**config.mk**
```make
export PLATFORM = sky130hd
export DESIGN_NAME = rtg_top
export DESIGN_NICKNAME = d
export VERILOG_FILES = /design/src/rtl/rtg_pkg.sv /design/src/rtl/rtg_regs.sv /design/src/rtl/rtg_hgen.sv /design/src/rtl/rtg_vgen.sv /design/src/rtl/rtg_addr.sv /design/src/rtl/rtg_top.sv
export SDC_FILE = /design/constraint.sdc
export NUM_CORES = 1
export LEC_CHECK = 0
export ABC_AREA = 1
export BUFFER_PORTS_ARGS = -buffer_cell sky130_fd_sc_hd__clkbuf_2
export CAP_MARGIN = 10
export CORE_MARGIN = 2
export CORE_UTILIZATION = 56
export DETAILED_ROUTE_END_ITERATION = 8
export GPL_TIMING_DRIVEN = 1
export HOLD_SLACK_MARGIN = 0.06
export PLACE_DENSITY = 0.76
export RECOVER_POWER = 25
export REMOVE_ABC_BUFFERS = 1
export SLEW_MARGIN = 15
export SYNTH_ARGS = -nofsm -noshare
export SYNTH_HDL_FRONTEND = slang
export SYNTH_SLANG_ARGS = --single-unit
```
**constraint.sdc**
```tcl
create_clock -name clk -period 1.9 [get_ports clk]
set_clock_uncertainty 0.05 [all_clocks]
set_input_delay 0.285 -clock clk [delete_from_list [all_inputs] [get_ports clk]]
set_output_delay 0.285 -clock clk [all_outputs]
set_load 0.005 [all_outputs]
```
**src/rtl/rtg_pkg.sv**
```systemverilog
package rtg_pkg;
  localparam int unsigned DW   = 8;   // write data width
  localparam int unsigned IDXW = 5;   // register index width
  localparam int unsigned HCW  = 8;   // horizontal counter width
  localparam int unsigned VCW  = 7;   // row counter width
  localparam int unsigned RCW  = 5;   // scan line counter width
  localparam int unsigned HWW  = 4;   // hsync width field
  localparam int unsigned MAW  = 14;  // memory address width

  typedef struct packed {
    logic [HCW-1:0] htot;
    logic [HCW-1:0] hdisp;
    logic [HCW-1:0] hpos;
    logic [HWW-1:0] hwid;
    logic [VCW-1:0] vtot;
    logic [RCW-1:0] vadj;
    logic [VCW-1:0] vdisp;
    logic [VCW-1:0] vsrow;
    logic [RCW-1:0] rmax;
    logic [MAW-1:0] start;
  } cfg_t;

  localparam logic [IDXW-1:0] IX_HTOT  = 5'd0;
  localparam logic [IDXW-1:0] IX_HDISP = 5'd1;
  localparam logic [IDXW-1:0] IX_HPOS  = 5'd2;
  localparam logic [IDXW-1:0] IX_HWID  = 5'd3;
  localparam logic [IDXW-1:0] IX_VTOT  = 5'd4;
  localparam logic [IDXW-1:0] IX_VADJ  = 5'd5;
  localparam logic [IDXW-1:0] IX_VDISP = 5'd6;
  localparam logic [IDXW-1:0] IX_VSROW = 5'd7;
  localparam logic [IDXW-1:0] IX_RMAX  = 5'd9;
  localparam logic [IDXW-1:0] IX_STHI  = 5'd12;
  localparam logic [IDXW-1:0] IX_STLO  = 5'd13;
endpackage

```
**src/rtl/rtg_regs.sv**
```systemverilog
module rtg_regs
  import rtg_pkg::*;
#(
  parameter cfg_t RST_CFG = '0
) (
  input  logic            clk,
  input  logic            rst,
  input  logic            idx_we,
  input  logic            dat_we,
  input  logic [DW-1:0]   wdata,
  output logic [IDXW-1:0] sel_o,
  output cfg_t            cfg_o
);
  localparam int unsigned HI_W = MAW - DW;

  always_ff @(posedge clk) begin
    if (rst) begin
      sel_o <= '0;
      cfg_o <= RST_CFG;
    end else begin
      if (idx_we) sel_o <= wdata[IDXW-1:0];
      if (dat_we) begin
        case (sel_o)
          IX_HTOT:  cfg_o.htot  <= wdata[HCW-1:0];
          IX_HDISP: cfg_o.hdisp <= wdata[HCW-1:0];
          IX_HPOS:  cfg_o.hpos  <= wdata[HCW-1:0];
          IX_HWID:  cfg_o.hwid  <= wdata[HWW-1:0];
          IX_VTOT:  cfg_o.vtot  <= wdata[VCW-1:0];
          IX_VADJ:  cfg_o.vadj  <= wdata[RCW-1:0];
          IX_VDISP: cfg_o.vdisp <= wdata[VCW-1:0];
          IX_VSROW: cfg_o.vsrow <= wdata[VCW-1:0];
          IX_RMAX:  cfg_o.rmax  <= wdata[RCW-1:0];
          IX_STHI:  cfg_o.start[MAW-1:DW] <= wdata[HI_W-1:0];
          IX_STLO:  cfg_o.start[DW-1:0]   <= wdata;
          default:  ;
        endcase
      end
    end
  end
endmodule

```
**src/rtl/rtg_hgen.sv**
```systemverilog
module rtg_hgen
  import rtg_pkg::*;
(
  input  logic           clk,
  input  logic           rst,
  input  logic [HCW-1:0] htot,
  input  logic [HCW-1:0] hpos,
  input  logic [HWW-1:0] hwid,
  output logic [HCW-1:0] hcnt,
  output logic           h_end,
  output logic           line_start,
  output logic           hs_now
);
  logic [HWW-1:0] hs_left;
  logic           hs_hit;

  // ">=" so that a total lowered below the running count still wraps
  assign h_end      = (hcnt >= htot);
  assign line_start = (hcnt == '0);
  assign hs_hit     = (hcnt == hpos) && (hwid != '0);
  assign hs_now     = hs_hit || (hs_left != '0);

  always_ff @(posedge clk) begin
    if (rst) begin
      hcnt    <= '0;
      hs_left <= '0;
    end else begin
      hcnt <= h_end ? '0 : hcnt + 1'b1;
      if (hs_hit)               hs_left <= hwid - 1'b1;
      else if (hs_left != '0)   hs_left <= hs_left - 1'b1;
    end
  end
endmodule

```
**src/rtl/rtg_vgen.sv**
```systemverilog
module rtg_vgen
  import rtg_pkg::*;
#(
  parameter int unsigned VS_LINES = 16
) (
  input  logic           clk,
  input  logic           rst,
  input  logic           h_end,
  input  logic           line_start,
  input  logic [VCW-1:0] vtot,
  input  logic [RCW-1:0] vadj,
  input  logic [VCW-1:0] vdisp,
  input  logic [VCW-1:0] vsrow,
  input  logic [RCW-1:0] rmax,
  output logic [RCW-1:0] rcnt,
  output logic [VCW-1:0] vcnt,
  output logic           in_adj,
  output logic           row_last_line,
  output logic           frame_wrap,
  output logic           v_disp,
  output logic           vs_now
);
  localparam int unsigned VSW = $clog2(VS_LINES + 1);

  logic           r_end, row_last, adj_end, enter_adj, vs_hit;
  logic [VSW-1:0] vs_lines;

  assign r_end         = (rcnt >= rmax);
  assign row_last      = (vcnt >= vtot);
  assign adj_end       = ({1'b0, rcnt} + 1'b1) >= {1'b0, vadj};
  assign row_last_line = !in_adj && r_end;
  assign frame_wrap    = h_end && (in_adj ? adj_end
                                          : (r_end && row_last && vadj == '0));
  assign enter_adj     = h_end && !in_adj && r_end && row_last && vadj != '0;
  assign v_disp        = !in_adj && (vcnt < vdisp);
  assign vs_hit        = line_start && rcnt == '0 && vcnt == vsrow && !in_adj;
  assign vs_now        = vs_hit || (vs_lines != '0);

  always_ff @(posedge clk) begin
    if (rst) begin
      rcnt     <= '0;
      vcnt     <= '0;
      in_adj   <= 1'b0;
      vs_lines <= '0;
    end else begin
      if (frame_wrap) begin
        rcnt   <= '0;
        vcnt   <= '0;
        in_adj <= 1'b0;
      end else if (enter_adj) begin
        rcnt   <= '0;
        in_adj <= 1'b1;
      end else if (h_end) begin
        if (!in_adj && r_end) begin
          rcnt <= '0;
          vcnt <= vcnt + 1'b1;
        end else begin
          rcnt <= rcnt + 1'b1;
        end
      end
      if (vs_hit)                         vs_lines <= VSW'(VS_LINES);
      else if (h_end && vs_lines != '0)   vs_lines <= vs_lines - 1'b1;
    end
  end
endmodule

```
**src/rtl/rtg_addr.sv**
```systemverilog
module rtg_addr
  import rtg_pkg::*;
#(
  parameter logic [MAW-1:0] START_RST = '0
) (
  input  logic           clk,
  input  logic           rst,
  input  logic           h_end,
  input  logic           row_last_line,
  input  logic           frame_wrap,
  input  logic [HCW-1:0] hdisp,
  input  logic [MAW-1:0] start,
  output logic [MAW-1:0] ma_cnt
);
  logic [MAW-1:0] row_base, next_base;

  assign next_base = row_base + MAW'(hdisp);

  always_ff @(posedge clk) begin
    if (rst) begin
      row_base <= START_RST;
      ma_cnt   <= START_RST;
    end else if (frame_wrap) begin
      row_base <= start;
      ma_cnt   <= start;
    end else if (h_end) begin
      if (row_last_line) begin
        row_base <= next_base;
        ma_cnt   <= next_base;
      end else begin
        ma_cnt   <= row_base;
      end
    end else begin
      ma_cnt <= ma_cnt + 1'b1;
    end
  end
endmodule

```
**src/rtl/rtg_top.sv**
```systemverilog
module rtg_top
  import rtg_pkg::*;
#(
  parameter int unsigned P_HTOT   = 63,
  parameter int unsigned P_HDISP  = 40,
  parameter int unsigned P_HPOS   = 46,
  parameter int unsigned P_HWID   = 14,
  parameter int unsigned P_VTOT   = 38,
  parameter int unsigned P_VADJ   = 0,
  parameter int unsigned P_VDISP  = 25,
  parameter int unsigned P_VSROW  = 30,
  parameter int unsigned P_RMAX   = 7,
  parameter int unsigned P_START  = 0,
  parameter int unsigned VS_LINES = 16
) (
  input  logic                 clk,
  input  logic                 rst,
  input  logic                 idx_we,
  input  logic                 dat_we,
  input  logic [DW-1:0]        wdata,
  output logic                 hsync_o,
  output logic                 vsync_o,
  output logic                 de_o,
  output logic [MAW-1:0]       ma_o,
  output logic [RCW-1:0]       ra_o
);
  localparam cfg_t RST_CFG = '{
    htot:  HCW'(P_HTOT),  hdisp: HCW'(P_HDISP), hpos:  HCW'(P_HPOS),
    hwid:  HWW'(P_HWID),  vtot:  VCW'(P_VTOT),  vadj:  RCW'(P_VADJ),
    vdisp: VCW'(P_VDISP), vsrow: VCW'(P_VSROW), rmax:  RCW'(P_RMAX),
    start: MAW'(P_START)
  };

  cfg_t            cfg;
  logic [IDXW-1:0] reg_idx;
  logic [HCW-1:0]  hcnt;
  logic            h_end, line_start, hs_now;
  logic [RCW-1:0]  rcnt;
  logic [VCW-1:0]  vcnt;
  logic            in_adj, row_last_line, frame_wrap, v_disp, vs_now;
  logic [MAW-1:0]  ma_cnt;

  rtg_regs #(.RST_CFG(RST_CFG)) u_regs (
    .clk(clk), .rst(rst), .idx_we(idx_we), .dat_we(dat_we), .wdata(wdata),
    .sel_o(reg_idx), .cfg_o(cfg)
  );

  rtg_hgen u_hgen (
    .clk(clk), .rst(rst), .htot(cfg.htot), .hpos(cfg.hpos), .hwid(cfg.hwid),
    .hcnt(hcnt), .h_end(h_end), .line_start(line_start), .hs_now(hs_now)
  );

  rtg_vgen #(.VS_LINES(VS_LINES)) u_vgen (
    .clk(clk), .rst(rst), .h_end(h_end), .line_start(line_start),
    .vtot(cfg.vtot), .vadj(cfg.vadj), .vdisp(cfg.vdisp), .vsrow(cfg.vsrow),
    .rmax(cfg.rmax), .rcnt(rcnt), .vcnt(vcnt), .in_adj(in_adj),
    .row_last_line(row_last_line), .frame_wrap(frame_wrap),
    .v_disp(v_disp), .vs_now(vs_now)
  );

  rtg_addr #(.START_RST(MAW'(P_START))) u_addr (
    .clk(clk), .rst(rst), .h_end(h_end), .row_last_line(row_last_line),
    .frame_wrap(frame_wrap), .hdisp(cfg.hdisp), .start(cfg.start),
    .ma_cnt(ma_cnt)
  );

  always_ff @(posedge clk) begin
    if (rst) begin
      hsync_o <= 1'b0;
      vsync_o <= 1'b0;
      de_o    <= 1'b0;
      ma_o    <= '0;
      ra_o    <= '0;
    end else begin
      hsync_o <= hs_now;
      vsync_o <= vs_now;
      de_o    <= (hcnt < cfg.hdisp) && v_disp;
      ma_o    <= ma_cnt;
      ra_o    <= rcnt;
    end
  end
endmodule

```
==> summary.txt, run 1 <==
STA
  • Slew margin rel.: 45.7%
  • Final setup viols: 43
  • Max Slew Vio Count: 0
  • Min Tclk post-route: 2.20 ns
  • Fin. Hold Viols: 0
  • Period utilization: 116%
  • Setup TNS Final: -9.73 ns
  • Final worst setup slack: -0.297 ns
  • Least-Margin Pin Slew: 0.815 ns
  • Achievable frequency: 455 MHz
  • Worst hold slack: 0.0811 ns
  • RSZ-0062 raised after global routing: true

Floorplan
  • # IOs: 34
  • Core Region: 14500 sq um
  • Die height: 125 um
  • Starting Density: 57.0%
  • DIE AREA: 15700 sq um
  • Chip width: 125 um
  • Row cnt: 44

Yosys
  • Asr flop ratio synth: 0%
  • Yosys warns: 0
  • Area leader, netlist: dfxtp_1
  • Post-synth top flop: dfxtp_1
  • Mapped Avg Cell Area: 7.30 sq um
  • Synth Instances: 1130
  • Seq/Total Area, Yosys: 38.4%
  • Netlist cell types: 47
  • Post-synth top cells: nand2_1, inv_1, dfxtp_1
  • EDFF count, synth: 0
  • XOR/XNOR Fraction of Synth Area: 3.08%
  • Simple-gate share of the synthesized area: 26.1%
  • Adder-cell share of the synthesized area: 8.59%
  • Most frequent cell after synthesis: nand2_1
  • Complex-gate fraction of the synthesized area: 13.5%
  • Main combinational cell family by area after synthesis: simple AND/OR/NAND/NOR gates
  • Synth top area share: 38.4%
  • Cell Area, Synth: 8250 sq um
  • Mux contribution to synthesized area: 0%
  • Synth area leaders: dfxtp_1, nand2_1, ha_1, inv_1, a21oi_1
  • Yosys reg bits: 158

Routing
  • Routed WL: 24900 um
  • Detailed-route DRC error count: 0
  • WL/cell: 17.1 um
  • Vias per cell: 5.73
  • 1st-iter DRT viols: 725
  • DR pass1 iterations: 7
  • Detailed-route via count: 8356
  • Routed Antenna Nets: 0

Layout
  • Fillers: 1052
  • Area of the multi-input gates: 4840 sq um
  • Layout cells sized above 1: 25.8%
  • Post-route insts no fill: 1458
  • Final Cell Area: 10700 sq um
  • Reg area: 3180 sq um
  • Final-stage net count: 1330
  • # diodes: 0
  • Layout area overhead: 29.6%

Worst setup path
  • Worst path top cell family by delay: simple AND/OR/NAND/NOR gates
  • CP max-delay cell: dfxtp_4
  • Setup crit end kind: flip-flop
  • Crit path cell chain: ha_4 > xor2_1 > ha_1 > nand2_2 > inv_2 > nand2_2 > nand3_2 > nand2_2 > nand2_4 > buf_2 > nand4_1 > nand3_2 > o21ai_1
  • Type of origin of the critical path: flip-flop
  • Slowest Stage Delay on Critical Path: 0.40 ns
  • Critical path's most frequent cell: nand2_2
  • Crit path max fanout: 6
  • Setup CP Type: reg2reg
  • Number of buffers and inverters on the critical path: 2
  • Endpoint arrival time on the critical path: 2.51 ns
  • Critical path required time: 2.21 ns

Power
  • Pwr Total: 7.45 mW
  • Gate power share: 9.0%
  • Sequential power share: 46.4%
  • Pint: 5.60 mW
  • Sw Pwr: 1.86 mW
  • Power per cell area: 697 nW/um^2
  • Clock power share: 44.6%
  • Maximum vdd drop: 0.735 mV
  • Net Sw Frac: 24.9%
  • Leakage: 4.81 nW

Placed design
  • DP Cell Count: 1403
  • Area of placed instances: 9220 sq um
  • Port Buffers: 33
  • Detailed placement HPWL: 15500 um
  • Gpl congestion: 0.928

Global routing
  • Total GRT Usage: 30.4%
  • Largest net degree at the start of global routing: 26
  • Initial antenna violation count: 0
  • First-pass GRT wire length: 38300 um
  • Gr ovfl total: 0
  • Vias in the first global route: 7862

Worst hold path
  • Tightest Hold Check Type: in2reg

Clock network
  • Clock buffer depth: 2
  • H-tree depth: 4
  • Clock sink count: 158
  • Cts bufs inserted: 17
  • Reg clk slew, reported paths: 0.06 ns
  • Root Driver: clkbuf_16
  • CTS tree: yes
  • Skew-Pair Late Insertion Delay: 0.44 ns

Job
  • Max-cap violations: 0

Outcome
  • Failing checks: setup timing
  • Status: complete, but fails checks
==> metal layers <==
layer / routed length, um / GRT usage, % / up-vias
met4: 995 / 14.1 / 0
met2: 12300 / 52.7 / 366
met5: 0 / 0 / -
li1: - / - / 3944
met1: 10000 / 36.2 / 3944
met3: 1620 / 6.12 / 102
==> area by class of cell <==
type | count | area share, %
clock buffers | 22 | 4.53
clock inverters | 9 | 0.796
inverters | 177 | 6.40
multi-input cells | 759 | 45.2
flip-flops and latches | 158 | 29.7
well taps | 184 | 2.15
repair buffers | 149 | 11.1
==> sequential cells by signal (all words and copies together) (netlist names), 4 cells and up <==
| name | flops |
|---|---|
| ma_o | 14 |
| ra_o | 5 |
| u_vgen.vs_lines | 5 |
| u_vgen.vcnt | 7 |
| u_hgen.hcnt | 8 |
| u_hgen.hs_left | 4 |
| u_addr.ma_cnt | 14 |
| u_regs.cfg_o | 73 |
| u_vgen.rcnt | 5 |
| u_addr.row_base | 14 |
| u_regs.sel_o | 5 |
==> cells in the final DEF (no fill, tap or decap), types with 5 or more instances in the layout <==
cell,Yosys,layout
ha_1,55,45
a21oi_1,94,81
buf_6,1,12
dfxtp_1,158,151
xor2_1,17,17
nand3_2,9,17
inv_1,173,165
inv_2,2,6
nand2_8,0,5
nand2_1,214,185
xnor2_1,12,11
nand2_2,9,25
o21ai_2,3,11
ha_4,0,9
nor3_1,12,10
nand3b_1,6,6
clkbuf_16,0,17
nand3_1,77,64
nor2_1,75,67
nand3_4,1,6
nand4_1,33,33
a21oi_2,7,19
nor2_2,6,9
nand2_4,5,15
o21ai_1,5,12
nor2_4,1,6
buf_4,2,90
buf_12,0,7
clkbuf_1,15,7
clkbuf_2,0,30
o21ai_0,89,74
==> final timing paths <==
| path | startpoint | to | slack (ns) | cells after the start |
|---|---|---|---|---|
| hold reg to reg | u_addr.ma_cnt[11] | ma_o[11] | 0.40 | 2 |
| setup reg to reg | u_vgen.rcnt[0] | u_addr.ma_cnt[3] | -0.30 | 13 |
| hold / removal | idx_we | u_regs.sel_o[3] | 0.08 | 3 |
| setup / recovery | u_vgen.rcnt[0] | u_addr.ma_cnt[3] | -0.30 | 13 |
==> repair_timing <==
item	in CTS	in global routing
hold buffers	0	0
buffers inserted	10	8
gates resized for setup	90	90
cloned	6	1
setup endpoints to repair	55	56
pin swaps	29	45
==> per-stage QoR <==
step | utilization (%) | worst slack, ns
3_5_place_dp | 63.7 | -0.285
5_1_grt | 73.8 | -0.436
6_report | 73.8 | -0.297
4_1_cts | 71.1 | -0.122
3_3_place_gp | 63.7 | -0.203
2_1_floorplan | - | -0.313
==> power by group through the flow <==
| stage | clock network [mW] | registers, mW | logic, mW |
|---|---|---|---|
| 2_1_floorplan | 0 | 3.53 | 0.339 |
| 6_report | 3.33 | 3.46 | 0.671 |
| 4_1_cts | 3.32 | 3.45 | 0.623 |
| 3_3_place_gp | 0 | 3.53 | 0.570 |
| 5_1_grt | 3.48 | 3.46 | 0.751 |
| 3_5_place_dp | 0 | 3.53 | 0.580 |
==> worst reg2reg max path, cell delays in order, from the launching register on <==
cell and delay [ns]:
dfxtp_4 0.40, ha_4 0.17, xor2_1 0.27, ha_1 0.30, nand2_2 0.08, inv_2 0.04
nand2_2 0.05, nand3_2 0.06, nand2_2 0.08, nand2_4 0.09, buf_2 0.19, nand4_1 0.14
nand3_2 0.10, o21ai_1 0.12
==> cells by family after synthesis <==
| group | Yosys count |
|---|---|
| and+or+nand+nor | 463 |
| buffers and inverters | 215 |
| AOI/OAI and AO/OA | 209 |
| DFF | 158 |
| adders and majority gates | 56 |
| xor gates and xnor gates | 29 |
Power figures use the tool's default switching activity.
==> run 2, diff against run 1 <==
- SKIP_LAST_GASP: unset -> 1
==> run 2 against run 1 <==
Compared with the run above: the run still ends with setup timing left; via count is 1.1% lower; setup slack improved by 0.031 ns; sequential share of layout area unchanged; non-clock buffer count is 1 higher; wire length up 0.56%; highest routed layer unchanged; critical path depth up 3; sequential power about the same; first-iteration DRC count decreased by 7.0%; utilization unchanged; design area unchanged; combinational power about the same; fmax grew 1.5%.
==> summary.txt, run 2 (synthesis results as in run 1) <==
Clock network
  • Hold_buf cts: 0
  • Cts bufs inserted: 17
  • Root Driver: clkbuf_16
  • Reg clk slew, reported paths: 0.06 ns
  • Clock buffer depth: 2
  • Skew-Pair Late Insertion Delay: 0.44 ns
  • H-tree depth: 4
  • CTS tree: yes
  • Clock sink count: 158

Floorplan
  • Row cnt: 44
  • # IOs: 34
  • Core Region: 14500 sq um
  • DIE AREA: 15700 sq um
  • Die height: 125 um
  • Starting Density: 57.0%
  • Chip width: 125 um

Worst setup path
  • Worst r2r dst: u_addr.row_base[10]
  • Crit path launch: u_vgen.rcnt[0]
  • Endpoint arrival time on the critical path: 2.46 ns
  • R2R Setup Slk: -0.27 ns
  • Type of origin of the critical path: flip-flop
  • Worst r2r path cells: 16
  • Setup crit end kind: flip-flop
  • Reg2reg start: u_vgen.rcnt[0]
  • Setup CP Type: reg2reg
  • Crit path max fanout: 5
  • Critical path required time: 2.19 ns
  • Critical path endpoint: u_addr.row_base[10]

Outcome
  • Status: complete, but fails checks
  • Failing checks: setup timing

Routing
  • DR pass1 iterations: 7
  • Detailed-route DRC error count: 0
  • Routed Antenna Nets: 0
  • Vias per cell: 5.66
  • Detailed-route via count: 8263
  • 1st-iter DRT viols: 674
  • WL/cell: 17.2 um
  • Routed WL: 25100 um

Layout
  • Most common cell after layout, fill and taps aside: nand2_1
  • Post-route insts no fill: 1459
  • Layout cells sized above 1: 25.9%
  • Biggest register: u_regs.cfg_o
  • Max reg flops: 73
  • Final Cell Area: 10700 sq um
  • Layout area overhead: 29.6%
  • Final-stage net count: 1331
  • Most frequent cells in the layout: nand2_1, inv_1, dfxtp_1
  • Reg area: 3180 sq um
  • # diodes: 0
  • Area of the multi-input gates: 4830 sq um
  • Fillers: 1048

Placed design
  • Detailed placement HPWL: 15500 um
  • DP Cell Count: 1403
  • Port Buffers: 33
  • Area of placed instances: 9220 sq um
  • Gpl congestion: 0.928
  • Pre-CTS setup slack: -0.285 ns

STA
  • Final worst setup slack: -0.265 ns
  • Slew margin rel.: 46.2%
  • Worst hold slack: 0.0806 ns
  • Least-Margin Pin Slew: 0.808 ns
  • Achievable frequency: 462 MHz
  • RSZ-0062 raised after global routing: true
  • Fin. Hold Viols: 0
  • Max Slew Vio Count: 0
  • Period utilization: 114%
  • Final setup viols: 43
  • Min Tclk post-route: 2.17 ns

Global routing
  • Gr ovfl total: 0
  • Largest net degree at the start of global routing: 26
  • Total GRT Usage: 30.4%
  • First-pass GRT wire length: 38400 um
  • Initial antenna violation count: 0
  • Vias in the first global route: 7865

Worst hold path
  • Tightest Hold Check Type: in2reg

Power
  • Maximum vdd drop: 0.734 mV
  • Power per cell area: 698 nW/um^2
  • Pwr Total: 7.46 mW
  • Leakage: 4.82 nW

Job
  • Max-cap violations: 0
==> run 2: changes by cell type in the layout (fill, tap and decap cells not counted), sizes merged <==
cell  previous run  this run
buf            113       114
==> run 2: area by class of cell <==
cell class / instances / area share, %
multi-input combinational: 759 / 45.2
tap: 184 / 2.15
inverter: 177 / 6.40
clock buffer: 22 / 4.53
timing repair buffer: 150 / 11.2
clock inverter: 9 / 0.796
sequential: 158 / 29.7
==> run 2: worst min path at each step <==
| stage | from | to | slack, ns | cells past startpoint |
|---|---|---|---|---|
| CTS | idx_we | u_regs.sel_o[3] | 0.07 | 3 |
| finish | idx_we | u_regs.sel_o[3] | 0.08 | 3 |
| detailed placement | u_regs.cfg_o[0] | u_regs.cfg_o[0] | 0.40 | 2 |
| floorplan | rst | u_addr.ma_cnt[10] | 0.30 | 1 |
| global placement | u_regs.cfg_o[9] | u_regs.cfg_o[9] | 0.39 | 2 |
| global route | idx_we | u_regs.sel_o[3] | 0.14 | 3 |
==> run 2: where the power goes <==
group          switching, mW  total [mW]  internal [mW]  leakage (nW)
clock network           1.40        3.33           1.93         0.274
registers             0.0496        3.46           3.41          1.28
logic                  0.413       0.672          0.259          3.26
==> run 2: timing repair <==
action | CTS | global route
gates cloned | 6 | 1
buffers inserted | 10 | 9
setup endpoints to repair | 55 | 56
resized for setup | 87 | 91
pin swaps | 29 | 44
hold endpoints to repair | 0 | 0
==> run 2: per-stage QoR <==
stage / utilization [%] / setup TNS, ns
detailed placement: 63.7 / -9.86
global route: 73.8 / -11.69
global placement: 63.7 / -6.36
finish: 73.8 / -7.74
floorplan: - / -10.53
CTS: 71.0 / -3.65
==> run 2: worst max-delay path, cell delays in order, from the launching register on <==
cell     delay, ns
dfxtp_4       0.40
inv_6         0.06
ha_4          0.25
inv_1         0.06
nand2_2       0.07
nand2_2       0.06
nor2_2        0.13
nor2_4        0.06
nor2_4        0.22
buf_6         0.18
nand3_1       0.12
nand2_2       0.11
nand2_2       0.07
nand2_4       0.07
nand3_2       0.06
nand2_1       0.07
inv_1         0.04
==> run 2: routing by layer <==
| metal | up-vias | wire, um | global-route usage (%) |
|---|---|---|---|
| met2 | 316 | 12500 | 52.6 |
| li1 | 3945 | - | - |
| met1 | 3917 | 10100 | 36.2 |
| met4 | 0 | 920 | 14.4 |
| met5 | - | 0 | 0 |
| met3 | 85 | 1540 | 6.12 |
